==> src/rtl/spi3_pkg.sv <==
package spi3_pkg;
  localparam int INSTR_BITS = 16;
  localparam int ADDR_W     = 13;
  localparam int CFG_LSB_BIT = 0;

  typedef enum logic [1:0] {
    PH_IDLE,
    PH_INSTR,
    PH_DATA,
    PH_DONE
  } phase_e;

  typedef struct packed {
    logic              rd;
    logic [1:0]        cnt;
    logic [ADDR_W-1:0] addr;
  } instr_t;
endpackage

==> src/rtl/spi3_sync.sv <==
module spi3_sync #(
  parameter int          WIDTH   = 3,
  parameter int          STAGES  = 2,
  parameter logic [WIDTH-1:0] RST_VAL = '0
) (
  input  logic             clk_i,
  input  logic             rst_ni,
  input  logic [WIDTH-1:0] d_i,
  output logic [WIDTH-1:0] q_o
);
  logic [WIDTH-1:0] stg_q [STAGES];

  always_ff @(posedge clk_i or negedge rst_ni) begin
    if (!rst_ni) begin
      for (int s = 0; s < STAGES; s++) stg_q[s] <= RST_VAL;
    end else begin
      stg_q[0] <= d_i;
      for (int s = 1; s < STAGES; s++) stg_q[s] <= stg_q[s-1];
    end
  end

  assign q_o = stg_q[STAGES-1];
endmodule

==> src/rtl/spi3_strap.sv <==
module spi3_strap (
  input  logic       clk_i,
  input  logic       rst_ni,
  input  logic       cs_low_i,
  input  logic       sclk_i,
  input  logic       sdio_i,
  output logic       mode_o,
  output logic [1:0] ctrl_o
);
  logic port_en_q;

  // sticky: one low select level enables the port until reset
  always_ff @(posedge clk_i or negedge rst_ni) begin
    if (!rst_ni)       port_en_q <= 1'b0;
    else if (cs_low_i) port_en_q <= 1'b1;
  end

  assign mode_o = ~port_en_q;
  assign ctrl_o = mode_o ? {sdio_i, sclk_i} : 2'b00;
endmodule

==> src/rtl/spi3_regfile.sv <==
module spi3_regfile #(
  parameter int NUM_REGS = 8,
  parameter int ADDR_W   = 13,
  parameter int LSB_BIT  = 0
) (
  input  logic                  clk_i,
  input  logic                  rst_ni,
  input  logic                  wr_en_i,
  input  logic [ADDR_W-1:0]     wr_addr_i,
  input  logic [7:0]            wr_data_i,
  input  logic [ADDR_W-1:0]     rd_addr_i,
  output logic [7:0]            rd_data_o,
  output logic                  lsb_first_o,
  output logic [NUM_REGS*8-1:0] regs_o
);
  logic [7:0] regs_q [NUM_REGS];

  for (genvar g = 0; g < NUM_REGS; g++) begin : g_reg
    always_ff @(posedge clk_i or negedge rst_ni) begin
      if (!rst_ni)                                     regs_q[g] <= 8'h00;
      else if (wr_en_i && wr_addr_i == ADDR_W'(g))     regs_q[g] <= wr_data_i;
    end
    assign regs_o[g*8 +: 8] = regs_q[g];
  end

  always_comb begin
    rd_data_o = 8'h00;
    for (int i = 0; i < NUM_REGS; i++)
      if (rd_addr_i == ADDR_W'(i)) rd_data_o = regs_q[i];
  end

  assign lsb_first_o = regs_q[0][LSB_BIT];
endmodule

==> src/rtl/spi3_frame.sv <==
module spi3_frame
  import spi3_pkg::*;
(
  input  logic              clk_i,
  input  logic              rst_ni,
  input  logic              cs_low_i,
  input  logic              sclk_i,
  input  logic              sdio_i,
  input  logic              lsb_first_i,
  input  logic [7:0]        rd_data_i,
  output logic [ADDR_W-1:0] addr_o,
  output logic              wr_en_o,
  output logic [7:0]        wr_data_o,
  output logic              sdio_o,
  output logic              sdio_oe_o
);
  phase_e            phase_q;
  logic [3:0]        bit_cnt_q;
  logic [INSTR_BITS-1:0] instr_sh_q;
  logic [7:0]        rx_sh_q;
  logic              rd_q, stream_q;
  logic [1:0]        remain_q;
  logic [ADDR_W-1:0] addr_q;
  logic              sclk_prev_q;
  logic              oe_q, out_q;

  logic              sclk_rise, sclk_fall;
  instr_t            instr_nxt;
  logic [7:0]        rx_nxt;
  logic [2:0]        tx_idx;
  logic              byte_end;

  assign sclk_rise = sclk_i & ~sclk_prev_q;
  assign sclk_fall = ~sclk_i & sclk_prev_q;
  assign instr_nxt = instr_t'({instr_sh_q[INSTR_BITS-2:0], sdio_i});
  assign rx_nxt    = lsb_first_i ? {sdio_i, rx_sh_q[7:1]} : {rx_sh_q[6:0], sdio_i};
  assign tx_idx    = lsb_first_i ? bit_cnt_q[2:0] : 3'd7 - bit_cnt_q[2:0];
  assign byte_end  = cs_low_i && sclk_rise && phase_q == PH_DATA && bit_cnt_q == 4'd7;

  always_ff @(posedge clk_i or negedge rst_ni) begin
    if (!rst_ni) sclk_prev_q <= 1'b0;
    else         sclk_prev_q <= sclk_i;
  end

  always_ff @(posedge clk_i or negedge rst_ni) begin
    if (!rst_ni) begin
      phase_q    <= PH_IDLE;
      bit_cnt_q  <= '0;
      instr_sh_q <= '0;
      rx_sh_q    <= '0;
      rd_q       <= 1'b0;
      stream_q   <= 1'b0;
      remain_q   <= '0;
      addr_q     <= '0;
    end else if (!cs_low_i) begin
      // pause only at a byte boundary with bytes still due
      unique case (phase_q)
        PH_DONE:  phase_q <= PH_IDLE;
        PH_INSTR: if (bit_cnt_q[2:0] != 3'd0) phase_q <= PH_IDLE;
        PH_DATA:  if (bit_cnt_q != 4'd0 || stream_q) phase_q <= PH_IDLE;
        default: ;
      endcase
    end else if (phase_q == PH_IDLE) begin
      phase_q   <= PH_INSTR;
      bit_cnt_q <= '0;
    end else if (sclk_rise) begin
      unique case (phase_q)
        PH_INSTR: begin
          instr_sh_q <= instr_nxt;
          bit_cnt_q  <= bit_cnt_q + 4'd1;
          if (bit_cnt_q == 4'd15) begin
            phase_q   <= PH_DATA;
            bit_cnt_q <= '0;
            rd_q      <= instr_nxt.rd;
            stream_q  <= &instr_nxt.cnt;
            remain_q  <= instr_nxt.cnt;
            addr_q    <= instr_nxt.addr;
          end
        end
        PH_DATA: begin
          rx_sh_q   <= rx_nxt;
          bit_cnt_q <= bit_cnt_q + 4'd1;
          if (bit_cnt_q == 4'd7) begin
            bit_cnt_q <= '0;
            addr_q    <= addr_q + 1'b1;
            if (!stream_q) begin
              if (remain_q == 2'd0) phase_q <= PH_DONE;
              else                  remain_q <= remain_q - 2'd1;
            end
          end
        end
        default: ;
      endcase
    end
  end

  // readback driver: update after falling edges, or at once while clock is low
  always_ff @(posedge clk_i or negedge rst_ni) begin
    if (!rst_ni) begin
      oe_q  <= 1'b0;
      out_q <= 1'b0;
    end else if (!cs_low_i || phase_q != PH_DATA || !rd_q) begin
      oe_q <= 1'b0;
    end else if (sclk_fall || (!oe_q && !sclk_i)) begin
      oe_q  <= 1'b1;
      out_q <= rd_data_i[tx_idx];
    end
  end

  assign addr_o    = addr_q;
  assign wr_en_o   = byte_end && !rd_q;
  assign wr_data_o = rx_nxt;
  assign sdio_o    = out_q;
  assign sdio_oe_o = oe_q;
endmodule

==> src/rtl/spi3_cfg_port.sv <==
module spi3_cfg_port
  import spi3_pkg::*;
#(
  parameter int NUM_REGS    = 8,
  parameter int SYNC_STAGES = 2
) (
  input  logic                  clk_i,
  input  logic                  rst_ni,
  input  logic                  cs_ni,
  input  logic                  sclk_i,
  input  logic                  sdio_i,
  output logic                  sdio_o,
  output logic                  sdio_oe_o,
  output logic [NUM_REGS*8-1:0] regs_o,
  output logic                  pin_ctrl_mode_o,
  output logic [1:0]            pin_ctrl_o
);
  localparam int PINS = 3;

  logic [PINS-1:0]   pins_s;
  logic              cs_low_s, sclk_s, sdio_s;
  logic [ADDR_W-1:0] addr;
  logic              wr_en;
  logic [7:0]        wr_data, rd_data;
  logic              lsb_first;

  spi3_sync #(
    .WIDTH  (PINS),
    .STAGES (SYNC_STAGES),
    .RST_VAL(3'b001)
  ) u_sync (
    .clk_i (clk_i),
    .rst_ni(rst_ni),
    .d_i   ({sdio_i, sclk_i, cs_ni}),
    .q_o   (pins_s)
  );

  assign cs_low_s = ~pins_s[0];
  assign sclk_s   = pins_s[1];
  assign sdio_s   = pins_s[2];

  spi3_strap u_strap (
    .clk_i   (clk_i),
    .rst_ni  (rst_ni),
    .cs_low_i(cs_low_s),
    .sclk_i  (sclk_s),
    .sdio_i  (sdio_s),
    .mode_o  (pin_ctrl_mode_o),
    .ctrl_o  (pin_ctrl_o)
  );

  spi3_frame u_frame (
    .clk_i      (clk_i),
    .rst_ni     (rst_ni),
    .cs_low_i   (cs_low_s),
    .sclk_i     (sclk_s),
    .sdio_i     (sdio_s),
    .lsb_first_i(lsb_first),
    .rd_data_i  (rd_data),
    .addr_o     (addr),
    .wr_en_o    (wr_en),
    .wr_data_o  (wr_data),
    .sdio_o     (sdio_o),
    .sdio_oe_o  (sdio_oe_o)
  );

  spi3_regfile #(
    .NUM_REGS(NUM_REGS),
    .ADDR_W  (ADDR_W),
    .LSB_BIT (CFG_LSB_BIT)
  ) u_regs (
    .clk_i      (clk_i),
    .rst_ni     (rst_ni),
    .wr_en_i    (wr_en),
    .wr_addr_i  (addr),
    .wr_data_i  (wr_data),
    .rd_addr_i  (addr),
    .rd_data_o  (rd_data),
    .lsb_first_o(lsb_first),
    .regs_o     (regs_o)
  );
endmodule

==> config.mk <==
export PLATFORM = sky130hd
export DESIGN_NAME = spi3_cfg_port
export DESIGN_NICKNAME = d
export VERILOG_FILES = /design/src/rtl/spi3_pkg.sv /design/src/rtl/spi3_sync.sv /design/src/rtl/spi3_strap.sv /design/src/rtl/spi3_regfile.sv /design/src/rtl/spi3_frame.sv /design/src/rtl/spi3_cfg_port.sv
export SDC_FILE = /design/constraint.sdc
export NUM_CORES = 1
export LEC_CHECK = 0
export ABC_AREA = 1
export BUFFER_PORTS_ARGS = -buffer_cell sky130_fd_sc_hd__buf_4
export CAP_MARGIN = 30
export CELL_PAD_IN_SITES_DETAIL_PLACEMENT = 2
export CELL_PAD_IN_SITES_GLOBAL_PLACEMENT = 2
export CORE_ASPECT_RATIO = 1.25
export CORE_MARGIN = 2
export CORE_UTILIZATION = 25
export CTS_BUF_LIST = sky130_fd_sc_hd__clkbuf_2 sky130_fd_sc_hd__clkbuf_4 sky130_fd_sc_hd__clkbuf_8
export CTS_CLUSTER_DIAMETER = 30
export DETAILED_ROUTE_END_ITERATION = 6
export GPL_TIMING_DRIVEN = 0
export PLACE_DENSITY_LB_ADDON = 0.1
export SYNTH_ARGS = -nofsm -noshare
export SYNTH_HDL_FRONTEND = slang
export SYNTH_SLANG_ARGS = --single-unit
==> constraint.sdc <==
create_clock -name clk_i -period 2.7 [get_ports clk_i]
set_clock_uncertainty 0.05 [all_clocks]
set_input_delay 0.54 -clock clk_i [delete_from_list [all_inputs] [get_ports clk_i]]
set_output_delay 0.54 -clock clk_i [all_outputs]
set_load 0.01 [all_outputs]
==> results of run 1 <==
[through the flow]
stage / setup TNS, ns / power, uW / instances / util / setup slack [ns]
6_report: 0 / 6050 / 1247 / 0.3244 / 0.2166
3_5_place_dp: -0.4381 / 4002 / 1197 / 0.2980 / -0.05581
3_3_place_gp: -6.308 / 3909 / 1191 / 0.2940 / -0.2699
5_1_grt: -0.03232 / 6488 / 1247 / 0.3244 / -0.03232
4_1_cts: 0 / 6001 / 1232 / 0.3185 / 0.06144
2_1_floorplan: 0 / 3405 / 788 / - / 0.7349
[cells in the final DEF (no fill, tap or decap), types with 5 or more instances in the layout]
cell type / netlist / routed
xor2_1: 8 / 8
o21ai_0: 131 / 131
clkbuf_1: 18 / 18
bufinv_16: 0 / 5
nand2_2: 5 / 5
dfrtp_1: 118 / 118
nor2_4: 6 / 6
nor2_2: 3 / 5
inv_1: 101 / 98
nor3_1: 11 / 10
o21ai_1: 6 / 5
a21oi_1: 17 / 17
ha_1: 11 / 9
nand2_1: 231 / 231
nand3_1: 37 / 36
buf_4: 3 / 91
buf_6: 4 / 9
clkbuf_8: 0 / 18
nor2_1: 25 / 23
[final timing paths]
| path | end | slack, ns | cells past startpoint |
|---|---|---|---|
| min | u_sync.stg_q[4]$_DFF_PN0_ | 0.15 | 1 |
| min in group asynchronous | u_regs.regs_o[23]$_DFFE_PN0P_ | 0.56 | 2 |
| max in group asynchronous | u_sync.stg_q[3]$_DFF_PN1_ | 1.25 | 3 |
| min reg2reg | u_sync.q_o[0]$_DFF_PN1_ | 0.31 | 0 |
| max | u_regs.regs_o[58]$_DFFE_PN0P_ | 0.22 | 3 |
| max reg2reg | u_regs.regs_o[58]$_DFFE_PN0P_ | 0.22 | 3 |
[routing by layer]
metal	part of all wire	up-vias	GRT usage
li1	-	2759	-
met4	0.0098	0	0.04078
met1	0.43	2905	0.2069
met2	0.55	56	0.3350
met3	0.018	16	0.02778
met5	0	-	0
[area by class of cell]
type | instances | area [um2]
Multi-Input combinational cell | 537 | 2781
Clock buffer | 20 | 262.8
Inverter | 103 | 386.6
Clock inverter | 12 | 197.7
Fill cell | 2865 | 16610
Tap cell | 330 | 412.9
Sequential cell | 120 | 3005
Timing Repair Buffer | 97 | 775.7
Buffer | 28 | 152.6
[flip-flops by register name (all words and copies together), names as in the netlist]
name / cells
u_frame.rx_sh_q: 8
u_sync.q_o: 3
u_frame.bit_cnt_q: 4
u_frame.sdio_o: 1
u_frame.sdio_oe_o: 1
u_frame.sclk_prev_q: 1
u_frame.instr_sh_q: 15
u_frame.addr_o: 13
u_regs.lsb_first_o: 1
u_frame.phase_q: 2
u_strap.port_en_q: 1
u_frame.rd_q: 1
u_sync.stg_q: 3
u_frame.remain_q: 2
u_regs.regs_o: 63
u_frame.stream_q: 1
[kinds of logic after synthesis]
| kind of cell | Yosys count | synth area share |
|---|---|---|
| compound gates | 171 | 0.1439 |
| xor+xnor | 8 | 0.01118 |
| fa+ha+maj | 11 | 0.02196 |
| buf+inv | 131 | 0.08544 |
| flops | 120 | 0.4795 |
| mux | 6 | 0.009583 |
| simple gates | 341 | 0.2484 |
[repair_timing]
| item | in CTS | in global routing |
|---|---|---|
| hold endpoints to repair | 16 | 0 |
| setup buffers | 2 | 14 |
| cloned | 0 | 1 |
| endpoints found under the setup margin | 28 | 2 |
| gates resized for setup | 1 | 13 |
| hold buffers | 1 | 0 |
| pin swaps | 1 | 5 |
[worst reg2reg max path: stages (launching register included)]
cell     delay [ns]
dfrtp_1        0.50
buf_1          0.66
mux2i_2        0.85
o21ai_0        0.26
[power breakdown]
part	switching [uW]	leakage (uW)	internal, uW
combinational	1330	0.00194	662
sequential	162	0.00163	1950
clock	800	0.000230	1140
==> flow_summary.ini, run 1 <==
[place]
numPortBuffers = 73
dp_hpwl_mm = 16.81
place_area_um2 = 7327
place.gp.congestion = 0.7834

[sta]
fmax_mhz = 402.7
timing.final.crit_share = 0.9198
worstMarginPinSlew_ns = 0.9062
post-route-min-period_ns = 2.483
slew_headroom = 0.3839
holdWs_ns = 0.1470
finalHoldViolCount = 0
rsz0062_at_grt = yes
slew_viol_final = 0
setup_violations = 0

[clocking]
cts_tree = done
clk_pin_slew_ns = 0.08
ctsLongestPathBuffers = 2
clock-sinks = 120
cts_root_buf = clkbuf_8
cts_made_buffers = 17
clk_latency_ns = 0.45
htreeDepth = 4

[floorplan]
fp-row-count = 64
dieArea_um2 = 26360
dieHeight_um = 181.0
io_pins = 74
core_area_um2 = 24580
floorplan.initialDensity = 0.2549
die_x_um = 145.6

[setup_path]
required_ns = 2.92
slowest_stage = mux2i_2
cp.arrival_ns = 2.70
critPathTopFamily = multiplexers
rr_startpoint = u_regs.lsb_first_o$_DFFE_PN0P_
cp_num_buf_inv = 1
cpPeakStageDelay_ns = 0.85
startpoint = u_regs.lsb_first_o$_DFFE_PN0P_
cp-end-kind = flop
path_cells = buf_1 > mux2i_2 > o21ai_0
crit_type = reg -> reg
start_kind = flop
critPathMaxFanout = 10

[grt]
grt_overflow = 0
grt_pass1_wl_mm = 36.31
antenna_found_initial = 0
grt_pass1_vias = 6452
grt_usage = 0.1764
grt_max_degree = 70

[drt]
wl_mm = 22.60
wl_per_cell_um = 18.12
vias = 5736
drt_iter0_markers = 179
route.detailed.drc = 0
antenna_left = 0
first_pass_iters = 4
vias_per_cell = 4.600

[layout]
drive_above_1_share = 0.1996
design_area_um2 = 7975
area_delta_synth_final_pct = 27.25
final_nets = 920
diodes = 0

[synth]
synth_edf_count = 0
synth_flop_cell = dfrtp_1
synth_top_area_share = 0.4712
syn_area_um2 = 6267
syn_area_per_cell_um2 = 7.953
yosys.area.top_type = dfrtp_1
yosysMostFrequentCell = nand2_1
synthesis.nets = 804
async_flop_share = 1.000
ys_seq_elements = 120
ys_top_cells_by_count = nand2_1 (231), o21ai_0 (131), dfrtp_1 (118), inv_1 (101), nand3_1 (37)
yosysUniqueCellTypes = 42
synthCells = 788
seq_area_frac_synth = 0.4795
ys_warn_count = 0
yosys-top-cells-area = dfrtp_1 (47%), nand2_1 (14%), o21ai_0 (10%), inv_1 (6.0%), nand3_1 (3.0%)

[job]
max_cap_violations = 0

[min_path]
hold_path_class = in -> reg
holdCritStartpoint = sclk_i

[outcome]
outcome = completed

[pwr]
p_leak_uw = 0.003807
power.density_nw_per_um2 = 758.6
irDropWorstVdd_mv = 0.4239
Note: power is estimated with default switching activity, not from simulation.
==> run 2: changes to the inputs <==
--- a/config.mk
+++ b/config.mk
@@ -6,7 +6,6 @@
 export NUM_CORES = 1
 export LEC_CHECK = 0
 export ABC_AREA = 1
-export BUFFER_PORTS_ARGS = -buffer_cell sky130_fd_sc_hd__buf_4
 export CAP_MARGIN = 30
 export CELL_PAD_IN_SITES_DETAIL_PLACEMENT = 2
 export CELL_PAD_IN_SITES_GLOBAL_PLACEMENT = 2
@@ -16,8 +15,10 @@
 export CTS_BUF_LIST = sky130_fd_sc_hd__clkbuf_2 sky130_fd_sc_hd__clkbuf_4 sky130_fd_sc_hd__clkbuf_8
 export CTS_CLUSTER_DIAMETER = 30
 export DETAILED_ROUTE_END_ITERATION = 6
+export DONT_BUFFER_PORTS = 1
 export GPL_TIMING_DRIVEN = 0
 export PLACE_DENSITY_LB_ADDON = 0.1
+export SKIP_LAST_GASP = 1
 export SYNTH_ARGS = -nofsm -noshare
 export SYNTH_HDL_FRONTEND = slang
 export SYNTH_SLANG_ARGS = --single-unit
==> run 2 against run 1 <==
Effect of this change: the run now ends with negative hold slack left; count of clock-buffer cells in the layout rose by 1; critical endpoint is now u_frame.sdio_o$_DFFE_PN0P_; design area decreased by 7.9%; clock power up 7%; flip-flop and latch count unchanged; hold slack lost 0.43 ns; register-to-register slack worse by 0.03 ns; die area unchanged; sequential power barely moved; critical path type unchanged; sequential share of layout area increased by 3.2 points; via count down 6.4%.
==> flow_summary.ini, run 2 (same netlist as run 1, synthesis figures left out) <==
[drt]
route.detailed.drc = 0
drt_iter0_markers = 127
wl_mm = 21.89
first_pass_iters = 4
wl_per_cell_um = 18.82
vias = 5367
antenna_left = 0
vias_per_cell = 4.615

[place]
place.gp.congestion = 0.7646
dp_slack_ns = -0.1034
dp_hpwl_mm = 16.45
numPortBuffers = 0

[layout]
drive_above_1_share = 0.1140
final_util = 0.2989
diodes = 0
largest_reg_flops = 63
final_nets = 836
final_cell_mix = nand2_1 (231), o21ai_0 (131), dfrtp_1 (117), inv_1 (98), nand3_1 (36)
fill_cells = 2871
area_delta_synth_final_pct = 17.25
final_common_cell = nand2_1

[grt]
grt_pass1_vias = 6051
grt_overflow = 0
antenna_found_initial = 0
grt_max_degree = 121
grt_pass1_wl_mm = 35.23
grt_usage = 0.1740

[clocking]
cts_made_buffers = 17
cts_root_buf = clkbuf_8
htreeDepth = 4
ctsLongestPathBuffers = 2
cts_tree = done
holdBufCountCts = 3
clk_pin_slew_ns = 0.08
clk_latency_ns = 0.47
clock-sinks = 120

[setup_path]
cp-end-kind = flop
cp_num_buf_inv = 2
crit_type = reg -> reg
required_ns = 3.01
cp.arrival_ns = 2.82
path_cells = inv_2 > ha_2 > nand2_1 > nor2_4 > buf_6 > nor2_1 > nand2_1 > nand3_1 > nand2_1 > nand2_1 > nand2_1 > nand2_1 > nand2_1 > nand2_1 > nand2_1 > nand2_1 > nand2_1 > nand2_1 > nand2_1 > nand2_1 > nand2_1 > nand2_1
critPathMaxFanout = 10
reg2reg_slack_ns = 0.19
crit_top_cell = nand2_1
start_kind = flop
critPathTopFamily = simple AND/OR/NAND/NOR gates
cpPeakStageDelay_ns = 0.43
slowest_stage = dfrtp_1

[floorplan]
die_x_um = 145.6
floorplan.initialDensity = 0.2549
fp-row-count = 64
dieHeight_um = 181.0
dieArea_um2 = 26360
io_pins = 74
core_area_um2 = 24580

[sta]
worstMarginPinSlew_ns = 0.9156
final.setup.worst_slack_ns = 0.1903
setup_violations = 0
slew_viol_final = 0
rsz0062_at_grt = yes
post-route-min-period_ns = 2.510
fmax_mhz = 398.5
finalHoldViolCount = 120
holdWs_ns = -0.2840
final.setup.tns_ns = 0
timing.final.crit_share = 0.9295
slew_headroom = 0.3776

[outcome]
violations = negative hold slack
outcome = finished with violations

[job]
max_cap_violations = 0

[pwr]
irDropWorstVdd_mv = 0.3121
power.density_nw_per_um2 = 817.4
p_leak_uw = 0.003346

[min_path]
hold_path_class = in -> async
[run 2: cell count changes in the layout (fill, tap and decap cells not counted), sizes merged]
cell / delta
clkbuf: +1
bufinv: +1
clkinv: -1
buf: -86
dlygate4sd3: +2
inv: -1
[run 2: layout make-up]
type | count | area [um2] | area share
Buffer | 28 | 153.9 | 0.02094
Sequential cell | 120 | 3007 | 0.4092
Clock inverter | 11 | 217.7 | 0.02963
Timing Repair Buffer | 13 | 127.6 | 0.01737
Multi-Input combinational cell | 537 | 2760 | 0.3756
Tap cell | 330 | 412.9 | 0.05619
Inverter | 103 | 386.6 | 0.05261
Clock buffer | 21 | 282.8 | 0.03848
[run 2: where the power goes]
group,switching [uW],internal [uW]
registers,160,1950
clock network,805,1280
logic,1240,574
[run 2: layer usage]
metal / vias to the layer above / track usage / share of wire
met3: 22 / 0.03636 / 0.027
met5: - / 0 / 0
met1: 2696 / 0.2043 / 0.43
met2: 62 / 0.3173 / 0.53
met4: 0 / 0.05255 / 0.016
li1: 2587 / - / -
[run 2: worst register-to-register path: stages, from the launching register on]
cell     delay (ns)
dfrtp_1        0.43
inv_2          0.12
ha_2           0.23
nand2_1        0.10
nor2_4         0.14
buf_6          0.16
nor2_1         0.05
nand2_1        0.07
nand3_1        0.08
nand2_1        0.07
nand2_1        0.05
nand2_1        0.12
nand2_1        0.07
nand2_1        0.08
nand2_1        0.06
nand2_1        0.09
nand2_1        0.07
nand2_1        0.06
nand2_1        0.05
nand2_1        0.06
nand2_1        0.08
nand2_1        0.07
nand2_1        0.04
[run 2: worst paths after layout]
check / cells after the start / start / end
setup / recovery: 22 / u_frame.addr_o[1]$_DFFE_PN0P_ / u_frame.sdio_o$_DFFE_PN0P_
hold / removal: 0 / rst_ni / u_regs.regs_o[23]$_DFFE_PN0P_
setup reg to reg: 22 / u_frame.addr_o[1]$_DFFE_PN0P_ / u_frame.sdio_o$_DFFE_PN0P_
hold reg to reg: 0 / u_sync.stg_q[4]$_DFF_PN0_ / u_sync.q_o[1]$_DFF_PN0_
max in group asynchronous: 0 / rst_ni / u_sync.q_o[0]$_DFF_PN1_
min in group clk_i: 0 / u_sync.stg_q[4]$_DFF_PN0_ / u_sync.q_o[1]$_DFF_PN0_
[run 2: through the flow]
step	power (uW)	instance area, um2	std cells	hold WS [ns]
CTS	6099	7317	1162	-0.3308
detailed placement	3956	6766	1125	0.1976
floorplan	3405	6267	788	0.1944
global placement	3872	6680	1118	0.1980
global route	6442	7348	1163	-0.3294
finish	6006	7348	1163	-0.2840
[run 2: what timing repair did]
item                       4_1_cts  5_1_grt
hold endpoints to repair       123      120
setup buffers                    2        1
gates cloned                     0        0
resized for setup                1       11
setup endpoints to repair       14        4
pin swaps                        1        2
